File: src/rtl/dca_pkg.sv
`timescale 1ns/1ps
package dca_pkg;
  localparam int CHW = 5;

  // priority group of a channel index; 0 is the best
  function automatic int prio_level(input int idx);
    return (idx % 16) / 4;
  endfunction

  // last group that the search visits for a given channel count
  function automatic int top_level(input int n);
    return ((n - 1) % 16) / 4;
  endfunction

  function automatic logic [7:0] map_entry(input logic v, input logic [CHW-1:0] c);
    return {v, 2'b00, c};
  endfunction
endpackage

File: src/rtl/dca_pick.sv
`timescale 1ns/1ps
module dca_pick #(
  parameter int N_CH = 32
) (
  input  logic [N_CH-1:0]         free,
  output logic                    found,
  output logic [dca_pkg::CHW-1:0] idx
);
  import dca_pkg::*;
  localparam int TOP = top_level(N_CH);

  always_comb begin
    found = 1'b0;
    idx   = '0;
    for (int lv = 0; lv < 4; lv++) begin
      if (lv <= TOP) begin
        for (int i = 0; i < N_CH; i++) begin
          if (!found && prio_level(i) == lv && free[i]) begin
            found = 1'b1;
            idx   = CHW'(i);
          end
        end
      end
    end
  end
endmodule

File: src/rtl/dca_map.sv
`timescale 1ns/1ps
module dca_map #(
  parameter int N_CH    = 32,
  parameter int N_LINES = 16,
  localparam int LW     = (N_LINES > 1) ? $clog2(N_LINES) : 1
) (
  input  logic                    clk,
  input  logic                    rst_n,
  input  logic                    wr_en,
  input  logic [LW-1:0]           wr_line,
  input  logic [dca_pkg::CHW-1:0] wr_chan,
  input  logic                    clr_en,
  input  logic [dca_pkg::CHW-1:0] clr_chan,
  input  logic [LW-1:0]           rd_line,
  input  logic [N_LINES-1:0]      per_req,
  output logic [7:0]              rd_data,
  output logic [N_CH-1:0]         chan_req
);
  import dca_pkg::*;

  logic [N_LINES-1:0]          line_v;
  logic [N_LINES-1:0][CHW-1:0] line_c;

  for (genvar l = 0; l < N_LINES; l++) begin : g_line
    logic           v_q;
    logic [CHW-1:0] c_q;
    logic           hit_wr, hit_clr;
    assign hit_wr  = wr_en && (wr_line == LW'(l));
    assign hit_clr = clr_en && v_q && (c_q == clr_chan);
    always_ff @(posedge clk) begin
      if (!rst_n) begin
        v_q <= 1'b0;
        c_q <= '0;
      end else if (hit_wr) begin
        v_q <= 1'b1;
        c_q <= wr_chan;
      end else if (hit_clr) begin
        v_q <= 1'b0;
        c_q <= '0;
      end
    end
    assign line_v[l] = v_q;
    assign line_c[l] = c_q;
  end

  always_comb begin
    chan_req = '0;
    for (int l = 0; l < N_LINES; l++) begin
      for (int c = 0; c < N_CH; c++) begin
        if (per_req[l] && line_v[l] && line_c[l] == CHW'(c)) chan_req[c] = 1'b1;
      end
    end
  end

  assign rd_data = map_entry(line_v[rd_line], line_c[rd_line]);
endmodule

File: src/rtl/dma_chan_alloc.sv
`timescale 1ns/1ps
module dma_chan_alloc #(
  parameter int N_CH    = 32,
  parameter int N_LINES = 16,
  localparam int LW     = (N_LINES > 1) ? $clog2(N_LINES) : 1
) (
  input  logic               clk,
  input  logic               rst_n,
  input  logic               alloc_req,
  input  logic [LW-1:0]      alloc_line,
  input  logic               rel_en,
  input  logic [4:0]         rel_chan,
  input  logic [N_LINES-1:0] per_req,
  input  logic [LW-1:0]      map_rd_line,
  output logic [7:0]         map_rd_data,
  output logic [N_CH-1:0]    chan_req,
  output logic [N_CH-1:0]    chan_busy,
  output logic               alloc_ok,
  output logic               alloc_none,
  output logic [4:0]         alloc_chan
);
  import dca_pkg::*;
  localparam logic [N_CH-1:0] ONE = N_CH'(1);

  logic [N_CH-1:0] busy_q, rel_mask, busy_eff, gnt_mask, free_vec;
  logic            rel_hit, pick_found, grant;
  logic [CHW-1:0]  pick_idx;

  // release is applied before the search
  assign rel_hit  = rel_en && ({1'b0, rel_chan} < 6'(N_CH));
  assign rel_mask = rel_hit ? (ONE << rel_chan) : '0;
  assign busy_eff = busy_q & ~rel_mask;
  assign free_vec = ~busy_eff;

  dca_pick #(.N_CH(N_CH)) u_pick (
    .free  (free_vec),
    .found (pick_found),
    .idx   (pick_idx)
  );

  assign grant    = alloc_req && pick_found;
  assign gnt_mask = grant ? (ONE << pick_idx) : '0;

  always_ff @(posedge clk) begin
    if (!rst_n) begin
      busy_q     <= '0;
      alloc_ok   <= 1'b0;
      alloc_none <= 1'b0;
      alloc_chan <= '0;
    end else begin
      busy_q     <= busy_eff | gnt_mask;
      alloc_ok   <= grant;
      alloc_none <= alloc_req && !pick_found;
      alloc_chan <= grant ? pick_idx : '0;
    end
  end

  dca_map #(.N_CH(N_CH), .N_LINES(N_LINES)) u_map (
    .clk      (clk),
    .rst_n    (rst_n),
    .wr_en    (grant),
    .wr_line  (alloc_line),
    .wr_chan  (pick_idx),
    .clr_en   (rel_hit),
    .clr_chan (rel_chan),
    .rd_line  (map_rd_line),
    .per_req  (per_req),
    .rd_data  (map_rd_data),
    .chan_req (chan_req)
  );

  assign chan_busy = busy_q;
endmodule

File: config.mk
export PLATFORM = sky130hd
export DESIGN_NAME = dma_chan_alloc
export DESIGN_NICKNAME = d
export VERILOG_FILES = /design/src/rtl/dca_pkg.sv /design/src/rtl/dca_pick.sv /design/src/rtl/dca_map.sv /design/src/rtl/dma_chan_alloc.sv
export SDC_FILE = /design/constraint.sdc
export NUM_CORES = 1
export LEC_CHECK = 0
export ABC_AREA = 1
export CAP_MARGIN = 0
export CORE_ASPECT_RATIO = 1.2
export CORE_UTILIZATION = 55
export CTS_BUF_LIST = sky130_fd_sc_hd__clkbuf_8
export CTS_CLUSTER_SIZE = 20
export DETAILED_ROUTE_END_ITERATION = 8
export PLACE_DENSITY = 0.77
export SYNTH_ARGS = -nofsm -noshare
export SYNTH_HDL_FRONTEND = slang
export SYNTH_SLANG_ARGS = --single-unit
File: constraint.sdc
create_clock -name clk -period 4 [get_ports clk]
set_input_delay 0.8 -clock clk [delete_from_list [all_inputs] [get_ports clk]]
set_output_delay 0.8 -clock clk [all_outputs]
set_load 0.005 [all_outputs]
==> parameters.txt, run 1 <==
Parameter                              Value

Status
  Result of the run ... aborted with a tool error
  Failed at ... global routing (5_1_grt)
  Run-stopping error ... [ERROR GRT-0232] Routing congestion too high. Check the congestion heatmap in the GUI.

Place
  Routability-driven placement congestion ratio ... 1.25
  Detailed-placement wirelength estimate ... 50500 um
  Count of input and output buffers ... 109
  Setup slack at placement ... -0.542 ns
  Placed Instance Area ... 16000 um^2

Timing
  Worst-path end type ... primary output
  Worst EP post-GRT repair ... chan_req[2]

Yosys
  Post-synthesis average cell area ... 5.66 um^2
  Number of synthesized flops with an enable pin ... 0
  Most used DFF post-synth ... sky130_fd_sc_hd__dfxtp_1
  Seq/Total Area, Yosys ... 21.1%
  Number of distinct library cells after synthesis ... 57
  Netlist area before placement ... 12800 um^2
  Yosys synthesis warning count ... 0
  Register bit count reported by yosys ... 135
  Ys async rst share ... 0%
  Cells after synthesis ... 2266

Clock network
  Count of clock tree sinks ... 135
  Htree depth ... 4
  Buffer levels on the longest clock path ... 2
  CTS Buf Count ... 17
  CTS root buf ... sky130_fd_sc_hd__clkbuf_8

Floorplan
  Die height ... 169 um
  Effective utilization at floorplan ... 56.5%
  Die span in x ... 141 um
  Boundary Pins ... 112
  Cell row count ... 60

Global routing
  Global-route congestion overflow total ... 25
  GRT Overall Usage ... 70.8%
  Largest net degree at the start of global routing ... 66
## Yosys cell counts (7+ instances only)
library cell                count  area share [%]
sky130_fd_sc_hd__nand4_1       36             1.8
sky130_fd_sc_hd__nor2_1       403              12
sky130_fd_sc_hd__nand3_1      147             5.7
sky130_fd_sc_hd__inv_2         16            0.47
sky130_fd_sc_hd__a221oi_1      40             2.7
sky130_fd_sc_hd__nor3_1        45             1.8
sky130_fd_sc_hd__o2111ai_1     11            0.75
sky130_fd_sc_hd__nor4_1        21             1.0
sky130_fd_sc_hd__o21ai_0       98             3.8
sky130_fd_sc_hd__a22oi_1        7            0.41
sky130_fd_sc_hd__buf_4          7            0.41
sky130_fd_sc_hd__a31oi_1       21             1.0
sky130_fd_sc_hd__clkinv_1       9            0.26
sky130_fd_sc_hd__a21oi_1      211             8.2
sky130_fd_sc_hd__nand2_8       10             1.6
sky130_fd_sc_hd__a2111oi_0     31             2.1
sky130_fd_sc_hd__nor2_2         7            0.34
sky130_fd_sc_hd__nand2_1      478              14
sky130_fd_sc_hd__dfxtp_1      135              21
sky130_fd_sc_hd__o22ai_1       71             3.5
sky130_fd_sc_hd__clkbuf_1      91             2.7
sky130_fd_sc_hd__o221ai_1      18             1.2
sky130_fd_sc_hd__o211ai_1       9            0.53
sky130_fd_sc_hd__buf_2          8            0.31
sky130_fd_sc_hd__inv_1        269             7.9
## cells by family after synthesis
logic type	Yosys count	share of synthesized area [%]
AND/OR/NAND/NOR	1168	39.7
other	1	0.0293
XOR/XNOR	8	0.547
AO/OA/AOI/OAI	543	26.1
flip-flops	135	21.1
buffers and inverters	411	12.6
## metal layers
metal,track usage [%],GRT overflow
met5,6.74,0
met4,71.4,12
met3,47.4,0
met2,90.6,13
met1,74.4,0
## through the flow
stage	hold slack (ns)	std cells	utilization [%]
detailed placement	0.477	2847	70.6
floorplan	0.459	2267	-
CTS	0.491	2895	73.5
global placement	0.471	2847	70.6
## what timing repair did
| item | 4_1_cts |
|---|---|
| setup buffers | 17 |
| pin swaps | 24 |
| setup endpoints to repair | 104 |
| hold buffers | 0 |
| resized for setup | 59 |
==> inputs of run 2 (changes only) <==
Settings changed: CORE_ASPECT_RATIO 1.2 to not set, CORE_UTILIZATION 55 to 40, CTS_BUF_LIST sky130_fd_sc_hd__clkbuf_8 to not set, CTS_CLUSTER_SIZE 20 to not set, PLACE_DENSITY 0.77 to not set, PLACE_DENSITY_LB_ADDON set to 0.15.
==> run 2 against run 1 <==
The flow now finishes, with violations (setup timing). Area after synthesis unchanged. Synthesized cell count did not move.
==> parameters.txt, run 2 <==
Parameter                              Value

Status
  Result of the run ... complete, but fails checks
  Violations in the final reports ... setup timing

Global routing
  Largest net degree at the start of global routing ... 80
  Global-route congestion overflow total ... 0
  Initial antenna violation count ... 1
  Via count of the first global-routing pass ... 17.2k
  GRT Overall Usage ... 42.1%
  First-pass GRT wire length ... 104000 um

Power
  Power density of the placed cells ... 197 nW/um^2
  Max rail drop VDD ... 0.350 mV
  Cell leakage power ... 7.15 nW

Finish
  Leading cell type in the layout, fill and taps excluded ... sky130_fd_sc_hd__nand2_1
  Sequential cell area ... 2700 um^2
  Non-Filler Cell Area, Final ... 17800 um^2
  Layout cells sized above 1 ... 19.3%
  Area of the multi-input gates ... 8930 um^2
  Nets@finish ... 2652
  Synthesis-to-layout area growth ... 38.6%
  Register with the most flip-flops ... u_map.g_line.c_q
  Number of non-filler instances in the completed layout ... 3034
  Antenna fix cells ... 0
  Final-layout fill cell count ... 3233
  Largest register FFs ... 80
  Most frequent cells in the layout ... sky130_fd_sc_hd__nand2_1, sky130_fd_sc_hd__nor2_1, sky130_fd_sc_hd__buf_4

Yosys
  Area share of the largest cell type after synthesis ... 21.1% (unchanged)
  Top post-synthesis cells by count ... sky130_fd_sc_hd__nand2_1, sky130_fd_sc_hd__nor2_1, sky130_fd_sc_hd__inv_1, sky130_fd_sc_hd__a21oi_1, sky130_fd_sc_hd__nand3_1
  Most used DFF post-synth ... sky130_fd_sc_hd__dfxtp_1
  Number of distinct library cells after synthesis ... 57 (unchanged)
  Seq/Total Area, Yosys ... 21.1% (unchanged)
  Number of synthesized flops with an enable pin ... 0 (unchanged)
  Netlist area before placement ... 12800 um^2 (unchanged)
  Yosys synthesis warning count ... 0 (unchanged)
  Ys async rst share ... 0% (unchanged)
  Cell type contributing the most total cell area after synthesis ... sky130_fd_sc_hd__dfxtp_1
  Top cells by area, synth ... sky130_fd_sc_hd__dfxtp_1, sky130_fd_sc_hd__nand2_1, sky130_fd_sc_hd__nor2_1
  Leading cell type by number of instances after synthesis ... sky130_fd_sc_hd__nand2_1
  Cells after synthesis ... 2266 (unchanged)
  Post-synthesis average cell area ... 5.66 um^2 (unchanged)
  Register bit count reported by yosys ... 135 (unchanged)

Critical path
  Setup slack of the worst register-to-register path ... 0.64 ns
  Worst reg-to-reg path cell count ... 22
  Kind of end point of the critical path ... output port
  Worst setup path class ... primary input to output port
  Worst reg2reg path startpoint ... chan_busy[2]
  Startpoint Class ... primary input
  Critical Path AT ... 3.24 ns
  Crit-path max FO ... 5
  R2r endpoint ... u_map.g_line[3].c_q[3]
  Req. time, crit path ... 3.20 ns

Clock network
  CTS Buf Count ... 17 (unchanged)
  Htree depth ... 4 (unchanged)
  CTS tree ... yes
  CTS root buf ... sky130_fd_sc_hd__clkbuf_16
  Clk Latency, worst-skew pair ... 0.43 ns
  Worst-path clk slew ... 0.06 ns
  Count of clock tree sinks ... 135 (unchanged)
  Buffer levels on the longest clock path ... 2 (unchanged)

Place
  Routability-driven placement congestion ratio ... 1.15 (-7.9%)
  Placed Instance Area ... 16300 um^2 (+2.2%)
  Detailed-placement wirelength estimate ... 56900 um (+13%)
  Number of placed instances with taps included ... 2966 (+4.2%)
  Count of input and output buffers ... 109 (unchanged)

Timing
  Period utilization ... 101%
  Clock Skews ... 0.00907 ns
  Max Freq ... 247 MHz
  Total count of max-transition violations in the final report ... 0
  Post-layout minimum cycle time ... 4.04 ns
  Setup total negative slack ... -0.0417 ns
  Number of setup violations in the final report ... 1
  Unrepaired setup endpoints after global routing ... true
  Worst Setup Slack, final ... -0.0417 ns
  Final count of hold timing violations ... 0
  Slew at the pin with the worst max-slew slack ... 0.812 ns
  Remaining max-slew budget at the tightest pin ... 45.4%

Worst hold path
  Worst hold path cell count ... 2
  Startpoint of the lowest-slack hold path ... u_map.g_line[9].v_q
  Class of the tightest hold or removal check ... flip-flop to flip-flop
  Hold Crit Endpoint ... u_map.g_line[9].v_q

Floorplan
  Area of the die ... 32800 um^2
  Effective utilization at floorplan ... 40.6% (-16 points)
  Boundary Pins ... 112 (unchanged)
  Die height ... 181 um (+7.0%)
  Die span in x ... 181 um (+28%)
  Cell row count ... 65 (+8.3%)
  Core outline area ... 31600 um^2

Flow run
  Number of maximum-capacitance violations ... 0

Routing
  Drt pass-1 iters ... 6
  Number of DRC violations after detailed-routing iteration 0 ... 2858
  Sum of routed wire length over all layers ... 71400 um
  Average via count per standard cell ... 6.16
  Detailed-route DRC error count ... 0
  Routed wire length per instance ... 23.5 um
  Final ANT Viol Nets ... 0
  Vias after detailed routing ... 18.7k
## run 2: cell counts after synthesis
No cell type changed its count.
## run 2: kinds of logic (layout without fill, tap and decap cells)
family,count (synthesis),in the layout,synth area share (%)
XOR/XNOR,8,8,0.547
flip-flops,135,135,21.1
AO/OA/AOI/OAI,543,543,26.1
other,1,2,0.0293
AND/OR/NAND/NOR,1168,1168,39.7
buffers and inverters,411,776,12.6
## run 2: report_power, final
group	total [mW]	internal, mW	switching (mW)	leakage [nW]
sequential	1.36	1.35	0.00933	1.09
clock	1.67	1.02	0.656	0.303
combinational	0.458	0.174	0.284	5.76
total	3.49	2.54	0.949	7.15
## run 2: routing by layer
layer | routed length, um | global-route usage [%]
met5 | 0 | 0
met1 | 27500 | 54.3
met4 | 4670 | 24.8
met3 | 9000 | 10.4
met2 | 30200 | 63.5
## run 2: worst max path at each step
stage / startpoint / to / slack [ns] / depth (start not counted)
2_1_floorplan: rel_en / chan_busy[13] / 0.26 / 27
3_3_place_gp: per_req[2] / chan_req[20] / -0.60 / 16
3_5_place_dp: per_req[1] / chan_req[20] / -0.54 / 16
4_1_cts: per_req[1] / chan_req[20] / -0.009 / 16
5_1_grt: rel_chan[0] / u_map.g_line[5].c_q[0] / -0.05 / 31
6_report: per_req[10] / chan_req[21] / -0.04 / 9
## run 2: worst max-delay path, cell delays in order
cell	delay [ns]
sky130_fd_sc_hd__clkdlybuf4s50_1	0.55
sky130_fd_sc_hd__nand2_1	0.09
sky130_fd_sc_hd__nor2_1	0.19
sky130_fd_sc_hd__inv_1	0.19
sky130_fd_sc_hd__buf_4	0.20
sky130_fd_sc_hd__o211ai_1	0.46
sky130_fd_sc_hd__nor4_1	0.11
sky130_fd_sc_hd__nand3_1	0.13
sky130_fd_sc_hd__clkdlybuf4s50_1	0.51
## run 2: per-stage QoR
step	setup WS, ns	utilization, %	power, mW	hold slack [ns]
after global routing	-0.0521	56.3	3.59	0.527
after global placement	-0.595	51.8	1.81	0.473
after CTS	-0.00936	55.2	3.48	0.491
after floorplan	0.264	-	1.61	0.459
after detailed placement	-0.545	51.8	1.81	0.481
final	-0.0417	56.3	3.49	0.489
## run 2: cell type report
cell class	count	share of cell area, %
Clock buffer	19	2.49
Clock inverter	13	1.02
Inverter	297	6.42
Multi-Input combinational cell	1721	50.3
Sequential cell	135	15.2
Tap cell	402	2.83
Timing Repair Buffer	447	21.8
## run 2: repair_timing
| item | in CTS | in global routing |
|---|---|---|
| setup buffers | 20 | 15 |
| pin swaps | 33 | 20 |
| endpoints found under the setup margin | 110 | 154 |
| hold buffers | 0 | 0 |
| resized for setup | 86 | 82 |
| gates cloned | 1 | 0 |
No activity file was read; power rests on OpenSTA's default activity.
